<file path="src/rtl/memStallPkg.sv">
package memStallPkg;
  typedef struct packed {
    logic setRd;
    logic setWr;
    logic clrReq;
  } reqStrobes_t;

  localparam int NUM_CH = 2;
  localparam int CH_RD  = 0;
  localparam int CH_WR  = 1;
endpackage

</file>
<file path="src/rtl/mfcSync.sv">
module mfcSync #(
  parameter int SYNC_STAGES = 2
) (
  input  logic clk,
  input  logic rstN,
  input  logic asyncIn,
  output logic syncOut
);
  localparam int LAST = SYNC_STAGES - 1;

  logic [LAST:0] chain;

  generate
    if (SYNC_STAGES == 1) begin : g_single
      always_ff @(posedge clk) begin
        if (!rstN) chain <= '0;
        else       chain <= asyncIn;
      end
    end else begin : g_multi
      always_ff @(posedge clk) begin
        if (!rstN) chain <= '0;
        else       chain <= {chain[LAST-1:0], asyncIn};
      end
    end
  endgenerate

  assign syncOut = chain[LAST];
endmodule

</file>
<file path="src/rtl/stallCtrl.sv">
module stallCtrl
  import memStallPkg::*;
(
  input  logic        clk,
  input  logic        rstN,
  input  logic        readStb,
  input  logic        writeStb,
  input  logic        waitMfc,
  input  logic        mfcDone,
  output reqStrobes_t strb,
  output logic        run
);
  always_comb begin
    strb.setRd  = readStb;
    strb.setWr  = writeStb;
    strb.clrReq = mfcDone;
    run         = !waitMfc || mfcDone;
  end

  AST_RDWR_EXCL: assert property (@(posedge clk) disable iff (!rstN)
    !(readStb && writeStb)) else $error("read and write strobes together");

  AST_RUN_RELEASE: assert property (@(posedge clk) disable iff (!rstN)
    (waitMfc && !run) |=> ($past(waitMfc) && !$past(mfcDone)));
endmodule

</file>
<file path="src/rtl/reqDatapath.sv">
module reqDatapath
  import memStallPkg::*;
(
  input  logic        clk,
  input  logic        rstN,
  input  reqStrobes_t strb,
  output logic        memRead,
  output logic        memWrite
);
  logic [NUM_CH-1:0] setVec;
  logic [NUM_CH-1:0] reqFf;
  logic [NUM_CH-1:0] reqOut;

  assign setVec[CH_RD] = strb.setRd;
  assign setVec[CH_WR] = strb.setWr;

  generate
    for (genvar ch = 0; ch < NUM_CH; ch++) begin : g_ch
      always_ff @(posedge clk) begin
        if (!rstN)            reqFf[ch] <= 1'b0;
        else if (setVec[ch])  reqFf[ch] <= 1'b1;
        else if (strb.clrReq) reqFf[ch] <= 1'b0;
      end
      assign reqOut[ch] = setVec[ch] | reqFf[ch];
    end
  endgenerate

  assign memRead  = reqOut[CH_RD];
  assign memWrite = reqOut[CH_WR];

  AST_RD_HOLD: assert property (@(posedge clk) disable iff (!rstN)
    (memRead && !strb.clrReq) |=> memRead);
  AST_WR_HOLD: assert property (@(posedge clk) disable iff (!rstN)
    (memWrite && !strb.clrReq) |=> memWrite);
  AST_SET_WINS: assert property (@(posedge clk) disable iff (!rstN)
    (strb.setRd && strb.clrReq) |=> memRead);
  AST_CLR_DROP: assert property (@(posedge clk) disable iff (!rstN)
    (strb.clrReq && !strb.setRd) |=> (!memRead || strb.setRd));
endmodule

</file>
<file path="src/rtl/memHandshakeStall.sv">
module memHandshakeStall
  import memStallPkg::*;
#(
  parameter int SYNC_STAGES = 2
) (
  input  logic clk,
  input  logic rstN,
  input  logic readStb,
  input  logic writeStb,
  input  logic waitMfc,
  input  logic mfcAsync,
  output logic memRead,
  output logic memWrite,
  output logic run
);
  logic        mfcDone;
  reqStrobes_t strb;

  mfcSync #(.SYNC_STAGES(SYNC_STAGES)) i_sync (
    .clk(clk), .rstN(rstN), .asyncIn(mfcAsync), .syncOut(mfcDone)
  );

  stallCtrl i_ctrl (
    .clk(clk), .rstN(rstN), .readStb(readStb), .writeStb(writeStb),
    .waitMfc(waitMfc), .mfcDone(mfcDone), .strb(strb), .run(run)
  );

  reqDatapath i_dp (
    .clk(clk), .rstN(rstN), .strb(strb),
    .memRead(memRead), .memWrite(memWrite)
  );

  AST_IDLE_RUN: assert property (@(posedge clk) disable iff (!rstN)
    !waitMfc |-> run);
endmodule

</file>
<file path="config.mk">
export PLATFORM = sky130hd
export DESIGN_NAME = memHandshakeStall
export DESIGN_NICKNAME = d
export VERILOG_FILES = /design/src/rtl/memStallPkg.sv /design/src/rtl/mfcSync.sv /design/src/rtl/stallCtrl.sv /design/src/rtl/reqDatapath.sv /design/src/rtl/memHandshakeStall.sv
export SDC_FILE = /design/constraint.sdc
export NUM_CORES = 1
export LEC_CHECK = 0
export BUFFER_PORTS_ARGS = -buffer_cell sky130_fd_sc_hd__buf_2
export CAP_MARGIN = 20
export CORE_AREA = 4 4 41 43
export DETAILED_ROUTE_END_ITERATION = 12
export DIE_AREA = 0 0 45 47
export SLEW_MARGIN = 20
export SYNTH_ARGS = -nofsm -noshare
export SYNTH_HDL_FRONTEND = slang
export SYNTH_SLANG_ARGS = --single-unit
</file>
<file path="constraint.sdc">
create_clock -name clk -period 0.8 [get_ports clk]
set_input_delay 0.16 -clock clk [delete_from_list [all_inputs] [get_ports clk]]
set_output_delay 0.16 -clock clk [all_outputs]
set_load 0.02 [all_outputs]
</file>
==> impl_results.md <==
- Die extent in y: 47 microns
- Worst slew pin tran: 0.09944 ns
- RSZ-0062 raised after global routing: true
- Total Routing Usage GR: 0.04114
- Reg2reg start: i_sync.chain[1]
- Clk slew on worst S/H paths: 0.04 ns
- Initial antenna violation count: 0
- ANT cells: 0
- Synth top area share: 0.5766
- Power Density: 2140 mW/mm^2
- Worst EP arrival: 0.87 ns
- GRT overflow: 0
- Vias in the first global route: 128
- Max_cap viols: 0
- Final core occ: 0.1962
- Seq/Total Area, Yosys: 0.5766
- Port Buffers: 8
- CTS H-tree depth: 1
- Final Hold Viols: 0
- Chip width: 45 microns
- CTS tree: yes
- Synthesized cell area: 138.9 sq um
- Crit-path slowest cell: dfxtp_1
- First-pass GRT wire length: 503 microns
- NumNets Final: 33
- # DRC: 0
- Achievable Freq: 0.9709 GHz
- Post-synth top area cell: dfxtp_1
- Syn Nets: 19
- #FFs+latches synth: 4
- Outcome: complete, but fails checks
- Failing checks: negative setup slack
- Final WL: 280 microns
- Layout area overhead: 83.78%
- Type of the worst setup path: flop to output pin
- I/O Pins: 9
- Drt pass-1 iters: 1
- TNS Setup: -0.6097 ns
- # fillers: 147
- Largest cells by area after synthesis: dfxtp_1, o21a_1, and2_1
- Crit Path Max Fanout: 2
- Slew Viols, Final: 0
- Largest net degree at the start of global routing: 5
- Final setup violation count: 3
- Setup crit start: i_dp.reqFf[0]
- Slowest stage delay, CP: 0.29 ns
- GP Congestion: 0.6444
- CTS buffer count: 3
- CTS Sinks: 4
- P_leak: 0.1165 nW
- Warning count from the yosys run: 0
- Final min period: 1.030 ns
- Setup WS post-layout: -0.2299 ns
- Required @ worst endpoint: 0.64 ns
- Max Root-Sink Buffers: 2
- Later-pin clock latency in the skew report: 0.23 ns
- Clk root buf: clkbuf_4
- Netlist cell types: 6
- Clk_skew: 0.0007601 ns
- Min-delay src: mfcAsync
- ANT nets after route: 0
- Placeable Area: 0.001301 sq mm
- Post-DR wirelength/cell: 7.000 microns
- Die Area: 0.002115 sq mm
- Crit start category: flop
- Mean number of vias per cell: 3.100
- Crit path cell chain: or2_1, buf_6
- Share of cells above drive strength 1: 0.5600
- Initial Utilization: 0.1067
- Period utilization: 1.287
- Setup crit end kind: output pin
- Max transition margin: 0.9336
- Post-Syn Area per Cell: 10.68 sq um
- Hold/Removal Path Class: input pin to flop
- VDD IR max: 891.8 uV
- Rows: 13
- Via count: 124
- Initial DRC Count: 0
- Cell count after synthesis: 13
## power breakdown
part / switching (W) / leakage (nW) / internal (W)
combinational: 0.0000329 / 0.0690 / 0.0000471
clock: 0.0000816 / 0.0138 / 0.000168
sequential: 0.00000379 / 0.0337 / 0.000213
total: 0.000118 / 0.117 / 0.000428
## worst max-delay path, delay by kind of cell (launching register included)
kind	cells	cell delay (ns)
buffers and inverters	1	0.13
DFF	1	0.29
and+or+nand+nor	1	0.21
## state kept, by name (all words and copies together), names as in the netlist
signal	cells
i_dp.reqFf	2
i_sync.chain	2
## cell type report
class / instances / area [sq um] / area share
Tap cell: 15 / 18.77 / 0.07353
Multi-Input combinational cell: 9 / 66.31 / 0.2598
Clock buffer: 3 / 22.52 / 0.08824
Sequential cell: 4 / 81.33 / 0.3186
Timing Repair Buffer: 9 / 66.31 / 0.2598
## metrics by stage
stage	worst slack (ns)	std cells	cell area, sq um	hold WS, ns	total power, W
2_1_floorplan	0.06670	13	138.9	0.2775	0.0002523
3_3_place_gp	-0.008991	36	197.7	0.3616	0.0002773
3_5_place_dp	-0.01003	36	197.7	0.3611	0.0002781
4_1_cts	-0.2440	40	255.2	0.1160	0.0005579
5_1_grt	-0.2701	40	255.2	0.1215	0.0005792
6_report	-0.2299	40	255.2	0.1227	0.0005462
## cells in the mapped netlist
master / count
or2_1: 2
dfxtp_1: 4
nand2b_1: 1
o21a_1: 2
nor2b_1: 2
and2_1: 2
## metal layers
layer,vias to the layer above,global-route usage,share of wire
li1,67,-,-
met1,47,0.03425,0.44
met3,0,0.05747,0.23
met2,10,0.04520,0.34
met5,-,0,0
met4,0,0.03509,0
## cells by family after synthesis
kind of cell,after synthesis,share of synthesized area
DFF,4,0.5766
and+or+nand+nor,7,0.3153
AOI/OAI and AO/OA,2,0.1081
## repair_timing
action,CTS,global route
resized for setup,8,0
pin swaps,2,0
setup buffers,1,0
hold buffers,0,0
setup endpoints to repair,3,3
## final timing paths
| kind | cells past startpoint | endpoint | slack (ns) |
|---|---|---|---|
| worst min-delay path | 2 | i_sync.chain[0] | 0.12 |
| worst max-delay path | 2 | memRead | -0.23 |
| worst min register to register | 1 | i_sync.chain[1] | 0.43 |
| worst max register to register | 3 | i_dp.reqFf[1] | 0.08 |
## layout by cell type, fill, tap and decap left out
master | synthesis | routed
and2_1 | 2 | 2
buf_2 | 0 | 5
buf_4 | 0 | 1
buf_6 | 0 | 3
clkbuf_4 | 0 | 3
dfxtp_1 | 4 | 3
dfxtp_2 | 0 | 1
nand2b_4 | 0 | 1
nor2b_1 | 2 | 2
o21a_1 | 2 | 2
or2_1 | 2 | 2
Note: power is estimated with default switching activity, not from simulation.
